### config.mk
export PLATFORM = sky130hd
export DESIGN_NAME = i2c_stat_evt
export DESIGN_NICKNAME = d
export VERILOG_FILES = /design/src/rtl/i2c_stat_pkg.sv /design/src/rtl/i2c_stat_dec.sv /design/src/rtl/i2c_stat_flags.sv /design/src/rtl/i2c_stat_out.sv /design/src/rtl/i2c_stat_evt.sv
export SDC_FILE = /design/constraint.sdc
export NUM_CORES = 1
export LEC_CHECK = 0
export BUFFER_PORTS_ARGS = -buffer_cell sky130_fd_sc_hd__buf_2
export CAP_MARGIN = 20
export CORE_MARGIN = 4
export CORE_UTILIZATION = 33
export CTS_CLUSTER_SIZE = 25
export DETAILED_ROUTE_END_ITERATION = 10
export GPL_ROUTABILITY_DRIVEN = 0
export PLACE_DENSITY = 0.73
export SETUP_SLACK_MARGIN = 0.2
export SKIP_CTS_REPAIR_TIMING = 1
export SLEW_MARGIN = 30
export SYNTH_ARGS = -nofsm -noshare
export SYNTH_HDL_FRONTEND = slang
export SYNTH_HIERARCHICAL = 1
export SYNTH_SLANG_ARGS = --single-unit
export TNS_END_PERCENT = 20
### constraint.sdc
create_clock -name clk -period 1.5 [get_ports clk]
set_clock_uncertainty 0.15 [all_clocks]
set_input_delay 0.225 -clock clk [delete_from_list [all_inputs] [get_ports clk]]
set_output_delay 0.225 -clock clk [all_outputs]
set_load 0.01 [all_outputs]
### src/rtl/i2c_stat_pkg.sv
package i2c_stat_pkg;

  localparam int STAT_W = 8;

  typedef struct packed {
    logic slv_stop;   // 7
    logic data_rdy;   // 6
    logic bus_err;    // 5
    logic nack;       // 4
    logic stall;      // 3
    logic new_match;  // 2
    logic mst_act;    // 1
    logic xmit;       // 0
  } stat_t;

  localparam logic [STAT_W-1:0] W1C_MASK = 8'b1011_1100;

  function automatic logic in_err_window(input int unsigned idx,
                                         input int unsigned lo,
                                         input int unsigned hi);
    return (idx >= lo) && (idx <= hi);
  endfunction

  function automatic logic irq_level(input stat_t s, input logic en);
    return en & (s.slv_stop | s.data_rdy | s.bus_err |
                 s.nack | s.stall | s.new_match);
  endfunction

endpackage

### src/rtl/i2c_stat_dec.sv
module i2c_stat_dec
  import i2c_stat_pkg::*;
#(
  parameter int IDX_W    = 4,
  parameter int ERR_LO   = 2,
  parameter int ACK_SLOT = 9
) (
  input  logic             ctl_stall_en,
  input  logic             mst_act_q,
  input  logic             slv_sess_q,
  input  logic             bus_start,
  input  logic             bus_stop,
  input  logic [IDX_W-1:0] bus_bit_idx,
  input  logic             bus_ack_stb,
  input  logic             bus_ack_nack,
  input  logic             bus_byte_tx,
  input  logic             bus_addr_done,
  input  logic             bus_own_match,
  input  logic             bus_gc_match,
  input  logic             bus_arb_lost,
  input  logic             bus_mst_grant,
  output logic             set_slv_stop,
  output logic             set_data_rdy,
  output logic             set_bus_err,
  output logic             set_nack,
  output logic             set_stall,
  output logic             set_new_match,
  output logic             set_mst,
  output logic             clr_mst,
  output logic             sess_open
);

  logic cond_seen;
  logic in_window;
  logic any_match;

  assign cond_seen = bus_start | bus_stop;
  assign in_window = in_err_window(int'(unsigned'(bus_bit_idx)), ERR_LO, ACK_SLOT);
  assign any_match = bus_own_match | bus_gc_match;

  assign set_bus_err   = bus_arb_lost | (cond_seen & in_window);
  assign set_nack      = bus_ack_stb & bus_byte_tx & bus_ack_nack;
  assign set_data_rdy  = bus_ack_stb & ~(bus_byte_tx & bus_ack_nack);
  assign set_new_match = any_match;
  assign set_slv_stop  = bus_stop & slv_sess_q;
  assign set_stall     = bus_addr_done & mst_act_q & ctl_stall_en & ~set_bus_err;
  assign set_mst       = bus_mst_grant;
  assign clr_mst       = bus_arb_lost | bus_stop;
  assign sess_open     = any_match & ~mst_act_q;

endmodule

### src/rtl/i2c_stat_flags.sv
module i2c_stat_flags
  import i2c_stat_pkg::*;
(
  input  logic              clk,
  input  logic              rst_n,
  input  logic              ctl_en,
  input  logic              ctl_stall_en,
  input  logic              ctl_start_req,
  input  logic              host_stat_wr,
  input  logic [STAT_W-1:0] host_wdata,
  input  logic              host_data_rd,
  input  logic              host_data_wr,
  input  logic              bus_stop,
  input  logic              bus_xmit,
  input  logic              set_slv_stop,
  input  logic              set_data_rdy,
  input  logic              set_bus_err,
  input  logic              set_nack,
  input  logic              set_stall,
  input  logic              set_new_match,
  input  logic              set_mst,
  input  logic              clr_mst,
  input  logic              sess_open,
  output stat_t             stat_q,
  output logic              slv_sess_q
);

  stat_t nxt;
  logic  sess_nxt;
  logic  rdy_taken;
  logic [STAT_W-1:0] wclr;

  assign wclr      = host_stat_wr ? (host_wdata & W1C_MASK) : '0;
  assign rdy_taken = (host_data_wr & stat_q.xmit) |
                     (host_data_rd & ~stat_q.xmit & ~ctl_start_req);

  always_comb begin
    nxt = stat_q;
    // clears first, sets afterwards so a coincident event is kept
    if (wclr[7]) nxt.slv_stop  = 1'b0;
    if (wclr[5]) nxt.bus_err   = 1'b0;
    if (wclr[4]) nxt.nack      = 1'b0;
    if (wclr[3]) nxt.stall     = 1'b0;
    if (wclr[2]) nxt.new_match = 1'b0;
    if (rdy_taken) nxt.data_rdy = 1'b0;
    if (set_slv_stop)  nxt.slv_stop  = 1'b1;
    if (set_data_rdy)  nxt.data_rdy  = 1'b1;
    if (set_bus_err)   nxt.bus_err   = 1'b1;
    if (set_nack)      nxt.nack      = 1'b1;
    if (set_stall)     nxt.stall     = 1'b1;
    if (set_new_match) nxt.new_match = 1'b1;
    if (clr_mst)       nxt.mst_act   = 1'b0;
    else if (set_mst)  nxt.mst_act   = 1'b1;
    nxt.xmit = bus_xmit;
    if (!ctl_en) nxt = '0;
  end

  always_comb begin
    sess_nxt = slv_sess_q;
    if (sess_open) sess_nxt = 1'b1;
    if (bus_stop)  sess_nxt = 1'b0;
    if (!ctl_en)   sess_nxt = 1'b0;
  end

  always_ff @(posedge clk or negedge rst_n) begin
    if (!rst_n) begin
      stat_q     <= '0;
      slv_sess_q <= 1'b0;
    end else begin
      stat_q     <= nxt;
      slv_sess_q <= sess_nxt;
    end
  end

  a_r2_disabled_zero: assert property (@(posedge clk) disable iff (!rst_n)
    !ctl_en |=> (stat_q == '0));

  a_r3_zero_write_keeps: assert property (@(posedge clk) disable iff (!rst_n)
    ctl_en && host_stat_wr && !host_wdata[5] && stat_q.bus_err |=> stat_q.bus_err);

  a_r6_start_req_keeps_ready: assert property (@(posedge clk) disable iff (!rst_n)
    ctl_en && host_data_rd && !host_data_wr && ctl_start_req && stat_q.data_rdy
    |=> stat_q.data_rdy);

  a_r8_nack_blocks_ready: assert property (@(posedge clk) disable iff (!rst_n)
    ctl_en && set_nack && !stat_q.data_rdy |=> !stat_q.data_rdy);

  a_r9_stall_needs_master: assert property (@(posedge clk) disable iff (!rst_n)
    $rose(stat_q.stall) |-> $past(stat_q.mst_act && ctl_stall_en));

  a_r13_set_wins: assert property (@(posedge clk) disable iff (!rst_n)
    ctl_en && set_new_match && host_stat_wr && host_wdata[2] |=> stat_q.new_match);

endmodule

### src/rtl/i2c_stat_out.sv
module i2c_stat_out
  import i2c_stat_pkg::*;
(
  input  logic  clk,
  input  logic  rst_n,
  input  logic  ctl_irq_en,
  input  stat_t stat_q,
  output logic  irq,
  output logic  scl_hold
);

  assign irq      = irq_level(stat_q, ctl_irq_en);
  assign scl_hold = stat_q.stall;

  a_r12_masked_quiet: assert property (@(posedge clk) disable iff (!rst_n)
    !ctl_irq_en |-> !irq);

  a_r12_stall_raises_irq: assert property (@(posedge clk) disable iff (!rst_n)
    ctl_irq_en && scl_hold |-> irq);

endmodule

### src/rtl/i2c_stat_evt.sv
module i2c_stat_evt
  import i2c_stat_pkg::*;
#(
  parameter int IDX_W    = 4,
  parameter int ERR_LO   = 2,
  parameter int ACK_SLOT = 9
) (
  input  logic              clk,
  input  logic              rst_n,
  input  logic              ctl_en,
  input  logic              ctl_irq_en,
  input  logic              ctl_stall_en,
  input  logic              ctl_start_req,
  input  logic              host_stat_wr,
  input  logic [STAT_W-1:0] host_wdata,
  input  logic              host_data_rd,
  input  logic              host_data_wr,
  input  logic              bus_start,
  input  logic              bus_stop,
  input  logic [IDX_W-1:0]  bus_bit_idx,
  input  logic              bus_ack_stb,
  input  logic              bus_ack_nack,
  input  logic              bus_byte_tx,
  input  logic              bus_addr_done,
  input  logic              bus_own_match,
  input  logic              bus_gc_match,
  input  logic              bus_arb_lost,
  input  logic              bus_mst_grant,
  input  logic              bus_xmit,
  output logic [STAT_W-1:0] status,
  output logic              irq,
  output logic              scl_hold
);

  stat_t stat_q;
  logic  slv_sess_q;
  logic  set_slv_stop, set_data_rdy, set_bus_err, set_nack;
  logic  set_stall, set_new_match, set_mst, clr_mst, sess_open;

  i2c_stat_dec #(.IDX_W(IDX_W), .ERR_LO(ERR_LO), .ACK_SLOT(ACK_SLOT)) u_dec (
    .ctl_stall_en (ctl_stall_en),
    .mst_act_q    (stat_q.mst_act),
    .slv_sess_q   (slv_sess_q),
    .bus_start    (bus_start),
    .bus_stop     (bus_stop),
    .bus_bit_idx  (bus_bit_idx),
    .bus_ack_stb  (bus_ack_stb),
    .bus_ack_nack (bus_ack_nack),
    .bus_byte_tx  (bus_byte_tx),
    .bus_addr_done(bus_addr_done),
    .bus_own_match(bus_own_match),
    .bus_gc_match (bus_gc_match),
    .bus_arb_lost (bus_arb_lost),
    .bus_mst_grant(bus_mst_grant),
    .set_slv_stop (set_slv_stop),
    .set_data_rdy (set_data_rdy),
    .set_bus_err  (set_bus_err),
    .set_nack     (set_nack),
    .set_stall    (set_stall),
    .set_new_match(set_new_match),
    .set_mst      (set_mst),
    .clr_mst      (clr_mst),
    .sess_open    (sess_open)
  );

  i2c_stat_flags u_flags (
    .clk          (clk),
    .rst_n        (rst_n),
    .ctl_en       (ctl_en),
    .ctl_stall_en (ctl_stall_en),
    .ctl_start_req(ctl_start_req),
    .host_stat_wr (host_stat_wr),
    .host_wdata   (host_wdata),
    .host_data_rd (host_data_rd),
    .host_data_wr (host_data_wr),
    .bus_stop     (bus_stop),
    .bus_xmit     (bus_xmit),
    .set_slv_stop (set_slv_stop),
    .set_data_rdy (set_data_rdy),
    .set_bus_err  (set_bus_err),
    .set_nack     (set_nack),
    .set_stall    (set_stall),
    .set_new_match(set_new_match),
    .set_mst      (set_mst),
    .clr_mst      (clr_mst),
    .sess_open    (sess_open),
    .stat_q       (stat_q),
    .slv_sess_q   (slv_sess_q)
  );

  i2c_stat_out u_out (
    .clk       (clk),
    .rst_n     (rst_n),
    .ctl_irq_en(ctl_irq_en),
    .stat_q    (stat_q),
    .irq       (irq),
    .scl_hold  (scl_hold)
  );

  assign status = stat_q;

endmodule

==> results of run 1 <==
layout make-up:
type / instances / area [sq um]
multi-input combinational: 34 / 250.2
tap: 15 / 18.77
fill: 139 / 611.8
clock buffer: 4 / 26.28
sequential: 9 / 225.2
timing repair buffer: 41 / 234.0
synth_stat cells, types with 2 or more instances:
library cell  number
a21boi_0           6
or2_2              2
o21a_1             6
nor3b_2            2
dfrtp_1            9
and2_1             2
nor2_1             4
buf_4              2
power by group:
group | switching, mW | total (mW) | internal, mW
logic | 0.0507 | 0.122 | 0.0716
registers | 0.00753 | 0.263 | 0.255
clock network | 0.0820 | 0.184 | 0.102
total | 0.140 | 0.569 | 0.429
state kept, by name, indices dropped and copies added (netlist names):
signal              flops
u_flags/slv_sess_q      1
u_flags/stat_q          8
kinds of logic (layout without fill, tap and decap cells):
family | count (synthesis) | count (layout) | share of synthesized area [%]
xor gates and xnor gates | 1 | 1 | 1.746
DFF | 9 | 9 | 44.89
and+or+nand+nor | 18 | 18 | 25.44
buffers and inverters | 3 | 45 | 5.236
AOI/OAI and AO/OA | 15 | 15 | 22.69
metrics by stage:
step | setup WS, ns | instance area (sq um) | instances
after floorplan | -0.07528 | 501.7 | 46
after global placement | -0.1168 | 694.4 | 97
after detailed placement | -0.1234 | 694.4 | 97
after CTS | -0.4158 | 720.7 | 101
after global routing | -0.4424 | 754.5 | 103
final | -0.4018 | 754.5 | 103
per-layer routing:
metal	wire length, um	vias up
met1	441	225
li1	-	246
met3	112	4
met2	608	23
met5	0	-
met4	47	0
how the worst min path moves through the flow:
stage | from | endpoint | slack [ns] | cells past startpoint
final | bus_stop | u_flags/slv_sess_q | 0.02 | 2
after global routing | bus_stop | u_flags/slv_sess_q | 0.03 | 2
after CTS | rst_n | u_flags/stat_q[0] | -0.35 | 1
after detailed placement | rst_n | u_flags/stat_q[0] | -0.07 | 1
after global placement | rst_n | u_flags/stat_q[0] | -0.07 | 1
after floorplan | rst_n | u_flags/slv_sess_q | -0.22 | 0
==> results.md, run 1 <==
- Status: complete, but fails checks
- Failing checks: setup timing
- GR Util met1: 11.48%
- Syn Inst Count: 46
- R2R setup slack: 0.34 ns
- R2R cell count: 3
- Crit path to: irq
- CP delay by family, top: simple AND/OR/NAND/NOR gates
- I/O Buffers: 37
- Fin. max-slew vios: 0
- Ys flop type: dfrtp_1
- Unrepaired setup endpoints after global routing: true
- Total chip power: about 0.57 mW
- Crit path launch: u_flags/stat_q[6]
- Maximum fanout along the worst path: 2
- Avg Inst Size Synth: around 11 sq um
- Post-DRT Antenna Nets: 0
- FF-to-FF Start: u_flags/stat_q[1]
- Crit end category: output pin
- Clock Latency Late Sink: approximately 0.26 ns
- CP required: roughly 1.1 ns
- Ys async rst share: 100.0%
- Nets@finish: between 100 and 150
- Slew @ Worst Pin: 0.2001 ns
- Crit-path max cell delay: around 0.52 ns
- Most frequent cells in the layout: 35 x buf_2, 9 x dfrtp_1, 6 x a21boi_0, 6 x o21a_1, 4 x nor2_1
- Final HPWL DP: 993.4 um
- Core Area: approximately 1400 sq um
- Max transition margin: approximately 87%
- Endpoints failing hold: 0
- Setup TNS: -0.4018 ns
- Yosys cell types: 21
- Slowest cell on crit path: or4_1
- Starting Density: 36.72%
- Number of synthesized flops with an enable pin: 0
- FP Rows: 13
- Synthesized Nets: just under 80
- Synth Warn #: 6
- Hold slack: between 0.015 and 0.02 ns
- Period minus WS final: between 1.5 and 2 ns
- WL per Instance: around 12 um
- Total track usage: between 10% and 20%
- Levels on crit path: 3
- Clock-pin slew on the worst setup and hold paths: roughly 0.06 ns
- TritonRoute pass-1 iters: 4
- Die footprint: around 2200 sq um
- Crit-path cells: or4_1, o31a_1, buf_2
- CTS tree: built
- Met2 usage: 18.97%
- Post-synthesis sequential area ratio: between 40% and 50%
- Antenna diodes: 0
- Total grt overflow: 0
- Leakage: a little over 0.4 nW
- CP Buf/Inv Count: 1
- Maximum vdd drop: between 0.3 and 0.4 mV
- Largest net degree at the start of global routing: 11
- Synthesized flop and latch total: 9
- # DRC: 0
- Highest Clock Rate: 525.8 MHz
- Detailed Route WL: about 1.2 mm
- Post-layout util: a little under three fifths
- HP Class: in -> reg
- DIE WIDTH: around 47 um
- Layout cells sized above 1: between 50% and 60%
- Initial antenna violation count: 0
- Max-Cap Viols: 0
- Startpoint Class: flip-flop
- CTS Buf Count: 3
- Clk sink count: 9
- Reg2reg end: u_flags/stat_q[3]
- Tcrit/Tclk final: 126.8%
- Yosys top cell by area: dfrtp_1
- Post-synth top area share: 44.89%
- GRT busiest layer: met2
- Vias per cell: between 4 and 5
- Synth area leaders: dfrtp_1 45%, a21boi_0 9.0%, o21a_1 9.0%
- Via count: between 400 and 500
- Iter 0 DRT Violations: 3
- Ports: 42
- Number of global-route vias before repair: a little over 400
- Fin worst setup slack: -0.4018 ns
- Chip height: ~47 um
- Global-route met3 utilization: 2.299%
- Synth Cell Area: roughly 500 sq um
- H-tree levels: 1
- Commonest non-fill, non-tap cell in the layout: buf_2
- Root buffer cell: clkbuf_4
- Final setup viols: 1
- Cell area power density: approximately 750 nW/um^2
- CTS Buffer Depth: 2
- WS Path Type: reg -> out
- Area grow syn2layout: 50.37%
- Critical Path AT: about 1.5 ns
- First-pass GRT wire length: ~1.6 mm
(Power assumes the default switching activity.)
==> run 2: changes to the inputs <==
- CAP_MARGIN: 20 -> unset
- PLACE_DENSITY: 0.73 -> 0.83
==> results.md, run 2 (synthesis gave the netlist of run 1 again) <==
- Fin. max-slew vios: 0 (unchanged)
- CTS Buffer Depth: 2 (unchanged)
- Placed Area: 709.4 sq um (+2.2%)
- Clk sink count: 9 (unchanged)
- CTS tree: built
- Final HPWL DP: 945 um (-4.9%)
- Area grow syn2layout: 48.63%
- NetSw: 0.1339 mW (-4.5%)
- Chip height: 46.99 um (unchanged)
- Design area: 745.7 sq um (-1.2%)
- Tcrit/Tclk final: 126.5% (-0.31 points)
- CTS Buf Count: 3 (unchanged)
- I/O Buffers: 37 (unchanged)
- Total chip power: 0.5585 mW (-1.9%)
- Ports: 42 (unchanged)
- Switch share: 23.98% (-0.64 points)
- HP Class: in -> reg
- Core Area: 1366 sq um (unchanged)
- Via count: 467 (-6.2%)
- Die footprint: 2208 sq um (unchanged)
- Root buffer cell: clkbuf_4
- R2R cell count: 3 (unchanged)
- Biggest regs: u_flags/stat_q: 8 flops, u_flags/slv_sess_q: 1 flops
- Sequential Power Share: 47.0% (+0.8 points)
- Starting Density: 36.72% (unchanged)
- Maximum fanout along the worst path: 2 (unchanged)
- First-pass GRT wire length: 1.676 mm (+2.1%)
- Pre-CTS setup slack: -0.1222 ns (+0.001237 ns)
- Number of global-route vias before repair: 419 (+2.7%)
- Int Pwr: 0.4246 mW (-1.1%)
- Fin worst setup slack: -0.3971 ns (+0.004649 ns)
- Commonest non-fill, non-tap cell in the layout: buf_2
- WL per Instance: 10.63 um (-9.6%)
- Unrepaired setup endpoints after global routing: true
- Max reg flops: 8 (unchanged)
- Slew @ Worst Pin: 0.2300 ns (+0.02990 ns)
- Startpoint Class: flip-flop
- Final setup viols: 1 (unchanged)
- Total grt overflow: 0 (unchanged)
- Most frequent cells in the layout: 37 x buf_2, 9 x dfrtp_1, 6 x a21boi_0, 6 x o21a_1
- Maximum vdd drop: 0.3973 mV (+0.74%)
- FP Rows: 13 (unchanged)
- Crit end category: output pin
- Total track usage: 11.10% (-0.32 points)
- Antenna diodes: 0 (unchanged)
- Vias per cell: 4.490 (-7.1%)
- WS Path Type: reg -> out
- DIE WIDTH: 46.99 um (unchanged)
- Combinational Power Share: 20.8% (-0.7 points)
- Layout cells sized above 1: 57.30% (+0.49 points)
- Failing checks: setup timing
- Largest net degree at the start of global routing: 11 (unchanged)
- Iter 0 DRT Violations: 3 (unchanged)
- Filler cell count: 133 (-4.3%)
- Status: complete, but fails checks
- Cell area power density: 748.9 nW/um^2 (-0.76%)
- Biggest register: u_flags/stat_q
- Max-Cap Viols: 0 (unchanged)
- DP Cell Count: 99 (+2.1%)
- Nets@finish: 122 (+0.83%)
- Max transition margin: 84.53% (-2.0 points)
- Critical Path AT: 1.52 ns (about the same)
- # DRC: 0 (unchanged)
- Worst Hold Path Cells: 2 (unchanged)
- Endpoints failing hold: 0 (unchanged)
- Clock Latency Late Sink: 0.25 ns (about the same)
- Highest Clock Rate: 527.1 MHz (+0.25%)
- CP required: 1.12 ns (about the same)
- Detailed Route WL: 1.105 mm (-8.7%)
- TritonRoute pass-1 iters: 2 (-2)
- Clock power frac: 32.2% (-0.2 points)
- Post-DRT Antenna Nets: 0 (unchanged)
- Non-filler cells, final: 104 (+0.97%)
- Initial antenna violation count: 0 (unchanged)
- Period minus WS final: 1.897 ns (-0.004649 ns)
- H-tree levels: 1 (unchanged)
- Clock-pin slew on the worst setup and hold paths: 0.06 ns (about the same)
- Leakage: 0.4130 nW (+0.64%)
## run 2: cell count changes in the layout (fill, tap and decap cells not counted), sizes merged
cell / before / now
buf: 40 / 41
## run 2: cell type report
cell class / instances / area [sq um] / area share (%)
clock buffer: 4 / 26.28 / 3.523
multi-input combinational: 34 / 250.2 / 33.56
sequential: 9 / 225.2 / 30.20
timing repair buffer: 42 / 225.2 / 30.20
tap: 15 / 18.77 / 2.517
## run 2: final timing paths
| check | start | end | slack, ns |
|---|---|---|---|
| hold / removal | bus_stop | u_flags/slv_sess_q | 0.02 |
| max in group asynchronous | rst_n | u_flags/stat_q[6] | 0.84 |
| setup reg to reg | u_flags/stat_q[1] | u_flags/stat_q[3] | 0.34 |
| min in group asynchronous | rst_n | u_flags/stat_q[1] | 0.19 |
| hold reg to reg | u_flags/slv_sess_q | u_flags/slv_sess_q | 0.41 |
| setup / recovery | u_flags/stat_q[6] | irq | -0.40 |
## run 2: routing by layer
metal	vias up	track usage [%]	routed length, um
met5	-	0	0
met4	0	4.972	6
li1	248	-	-
met3	2	3.448	129
met1	196	13.37	467
met2	21	18.16	501
## run 2: worst max-delay path: stages (launching register included)
cell and delay [ns]:
dfrtp_1 0.37, or4_1 0.52, o31a_1 0.24, buf_2 0.14
## run 2: power by group through the flow
stage               Clock, mW  Combinational (mW)  Sequential, mW
detailed placement          0               0.115           0.267
finish                  0.180               0.116           0.262
CTS                     0.189               0.116           0.262
global route            0.196               0.131           0.264
global placement            0               0.113           0.266
floorplan                   0              0.0472           0.273
## run 2: metrics by stage
stage | util, % | setup TNS, ns | hold WS (ns)
2_1_floorplan | - | -0.07528 | -0.2206
3_3_place_gp | 51.92 | -0.1200 | -0.07408
3_5_place_dp | 51.92 | -0.1222 | -0.07182
4_1_cts | 53.85 | -0.4115 | -0.3491
5_1_grt | 54.58 | -0.4398 | 0.02667
6_report | 54.58 | -0.3971 | 0.01538
==> run 3: changes to the inputs <==
- ABC_AREA: unset -> 1
- CORE_UTILIZATION: 33 -> 32
- PLACE_DENSITY: 0.83 -> 0.82
==> results.md, run 3 <==
- Status: complete, no violations
- Critical Path AT: 1.04 ns (-0.48 ns)
- HP Class: in -> reg
- Via count: 572 (+22%)
- Detailed Route WL: 1.261 mm (+14%)
- Final setup viols: 0 (-1)
- Maximum fanout along the worst path: 3 (+1)
- Clock-pin slew on the worst setup and hold paths: 0.06 ns (about the same)
- Root buffer cell: clkbuf_4
- DIE WIDTH: 47 um (about the same)
- Highest Clock Rate: 705.8 MHz (+34%)
- Layout cells sized above 1: 43.36% (-14 points)
- Crit-path max cell delay: 0.39 ns (-0.13 ns)
- Syn Inst Count: 68 (+48%)
- Post-DRT Antenna Nets: 0 (unchanged)
- Int Pwr: 0.4202 mW (-1.0%)
- Crit path launch: u_flags/stat_q[4]
- Period minus WS final: 1.417 ns (-0.4803 ns)
- WL per Instance: 9.852 um (-7.3%)
- Antenna diodes: 0 (unchanged)
- Startpoint Class: flip-flop
- Post-synth top area share: 46.27% (+1.4 points)
- WS Path Type: reg -> out
- Synth Cell Area: 486.7 sq um (-3.0%)
- CTS tree: built
- Non-filler cells, final: 128 (+23%)
- Max-Cap Viols: 0 (unchanged)
- Tcrit/Tclk final: 94.46% (-32 points)
- Leakage: 0.4626 nW (+12%)
- Synth area leaders: dfrtp_1 46%, nand2_1 11%, nor2_1 9.3%
- Biggest register: u_flags/stat_q
- Die footprint: 2209 sq um (about the same)
- Area grow syn2layout: 53.98%
- CP required: 1.12 ns (about the same)
- Crit-path cells: nor2_1, nand3_1, nand2_1, inv_1, buf_2
- Sequential Power Share: 45.9% (-1.1 points)
- Core Area: 1366 sq um (unchanged)
- Nets@finish: 146 (+20%)
- CTS Buf Count: 3 (unchanged)
- I/O Buffers: 37 (unchanged)
- Number of synthesized flops with an enable pin: 0 (unchanged)
- Fin. max-slew vios: 0 (unchanged)
- Largest net degree at the start of global routing: 10 (-1)
- Most frequent cells in the layout: 37 x buf_2, 14 x nand2_1, 12 x nor2_1
- Clock Latency Late Sink: 0.26 ns (about the same)
- Iter 0 DRT Violations: 3 (unchanged)
- Hold slack: 0.003032 ns (-0.01235 ns)
- Max transition margin: 85.43% (+0.91 points)
- Clk sink count: 9 (unchanged)
- Clock power frac: 32.7% (+0.5 points)
- Synth top cells by count: 14 x nand2_1, 12 x nor2_1, 10 x inv_1, 9 x dfrtp_1, 7 x a21oi_1
- Ys flop type: dfrtp_1
- Ys async rst share: 100.0% (unchanged)
- # DRC: 0 (unchanged)
- Yosys top cell by area: dfrtp_1
- TritonRoute pass-1 iters: 4 (+2)
- Filler cell count: 133 (unchanged)
- Post-layout util: 54.85% (+0.27 points)
- FP Rows: 13 (unchanged)
- Post-synthesis sequential area ratio: 46.27% (+1.4 points)
- Commonest non-fill, non-tap cell in the layout: buf_2
- Maximum vdd drop: 0.5283 mV (+33%)
- Hold Crit Start: bus_xmit
- Switch share: 26.43% (+2.5 points)
- Synthesized flop and latch total: 9 (unchanged)
- Synth Warn #: 6 (unchanged)
- Crit end category: output pin
- Slowest cell on crit path: dfrtp_1
- Placed Area: 675.6 sq um (-4.8%)
- Yosys cell types: 15 (-29%)
- Combinational Power Share: 21.3% (+0.5 points)
- Design area: 749.5 sq um (+0.50%)
- Number of global-route vias before repair: 502 (+20%)
- Starting Density: 35.62% (-1.1 points)
- Cell area power density: 762.1 nW/um^2 (+1.8%)
- Final HPWL DP: 1.064 mm (+13%)
- Biggest regs: u_flags/stat_q: 8 flops, u_flags/slv_sess_q: 1 flops
- Initial antenna violation count: 0 (unchanged)
- NetSw: 0.1510 mW (+13%)
- CP Buf/Inv Count: 2 (+1)
- Unrepaired setup endpoints after global routing: true
- DP Cell Count: 118 (+19%)
- Ports: 42 (unchanged)
- Count leader, synth: nand2_1
- Vias per cell: 4.469 (-0.48%)
- CTS Buffer Depth: 2 (unchanged)
- Avg Inst Size Synth: 7.158 sq um (-34%)
- Slew @ Worst Pin: 0.2185 ns (-0.01152 ns)
- FF-to-FF Start: u_flags/stat_q[2]
- Endpoints failing hold: 0 (unchanged)
- Total track usage: 11.81% (+0.70 points)
- Synthesized Nets: 100 (+28%)
- First-pass GRT wire length: 1.842 mm (+9.9%)
- Total grt overflow: 0 (unchanged)
- Chip height: 47 um (about the same)
- Max reg flops: 8 (unchanged)
- CP delay by family, top: flip-flops
- H-tree levels: 1 (unchanged)
- Setup TNS: 0 ns (+0.3971 ns)
-- run 3: cell count changes after synthesis, sizes merged, moves of 2 or more --
cell    delta
nor3b      -3
a21boi     -6
nor2      +10
and2       -3
inv       +11
nand3      +4
a21oi      +7
o21a       -6
nor3       +2
nand2     +13
-- run 3: layer usage --
layer | share of wire (%) | wire (um) | global-route usage (%)
met2 | 55 | 694 | 22.49
met1 | 37 | 464 | 10.98
met3 | 8.1 | 102 | 6.897
met5 | 0 | 0 | 0
met4 | 0 | 0 | 1.657
-- run 3: cell families (layout without fill, tap and decap cells) --
logic type      after synthesis  in the layout  share of synthesized area, %
simple gates                 38             38                         33.94
buf+inv                      13             58                         11.57
flops                         9              9                         46.27
compound gates                8              8                         8.224
-- run 3: area by class of cell --
class | count | area [sq um] | area share [%]
inverters | 11 | 41.29 | 5.509
clock buffers | 4 | 26.28 | 3.506
well taps | 15 | 18.77 | 2.504
flip-flops and latches | 9 | 225.2 | 30.05
repair buffers | 43 | 232.7 | 31.05
multi-input cells | 46 | 205.2 | 27.38
-- run 3: worst reg2reg max path, stage by stage (launching register included) --
cell     delay [ns]
dfrtp_1        0.39
buf_4          0.13
a21oi_1        0.14
nor2_1         0.05
-- run 3: stage by stage --
step                setup slack (ns)  total power, mW
finish                       0.08316           0.5712
detailed placement            0.3341           0.3783
CTS                          0.04604           0.5695
global route                 0.02105           0.6057
global placement              0.3341           0.3750
floorplan                     0.4363           0.3171
-- run 3: worst paths after layout --
check | end | slack (ns) | cells past startpoint
min reg2reg | u_flags/slv_sess_q | 0.39 | 2
max reg2reg | u_flags/stat_q[2] | 0.52 | 3
min in group asynchronous | u_flags/stat_q[2] | 0.19 | 2
max | irq | 0.08 | 5
min | u_flags/stat_q[0] | 0.003 | 3
max in group asynchronous | u_flags/stat_q[1] | 0.83 | 2
-- run 3: power by group through the flow --
stage                     Sequential [mW]  Combinational, mW  Clock, mW
after floorplan                     0.272             0.0447          0
after global placement              0.267              0.108          0
after detailed placement            0.268              0.111          0
after CTS                           0.263              0.111      0.195
after global routing                0.263              0.138      0.205
final                               0.262              0.122      0.187
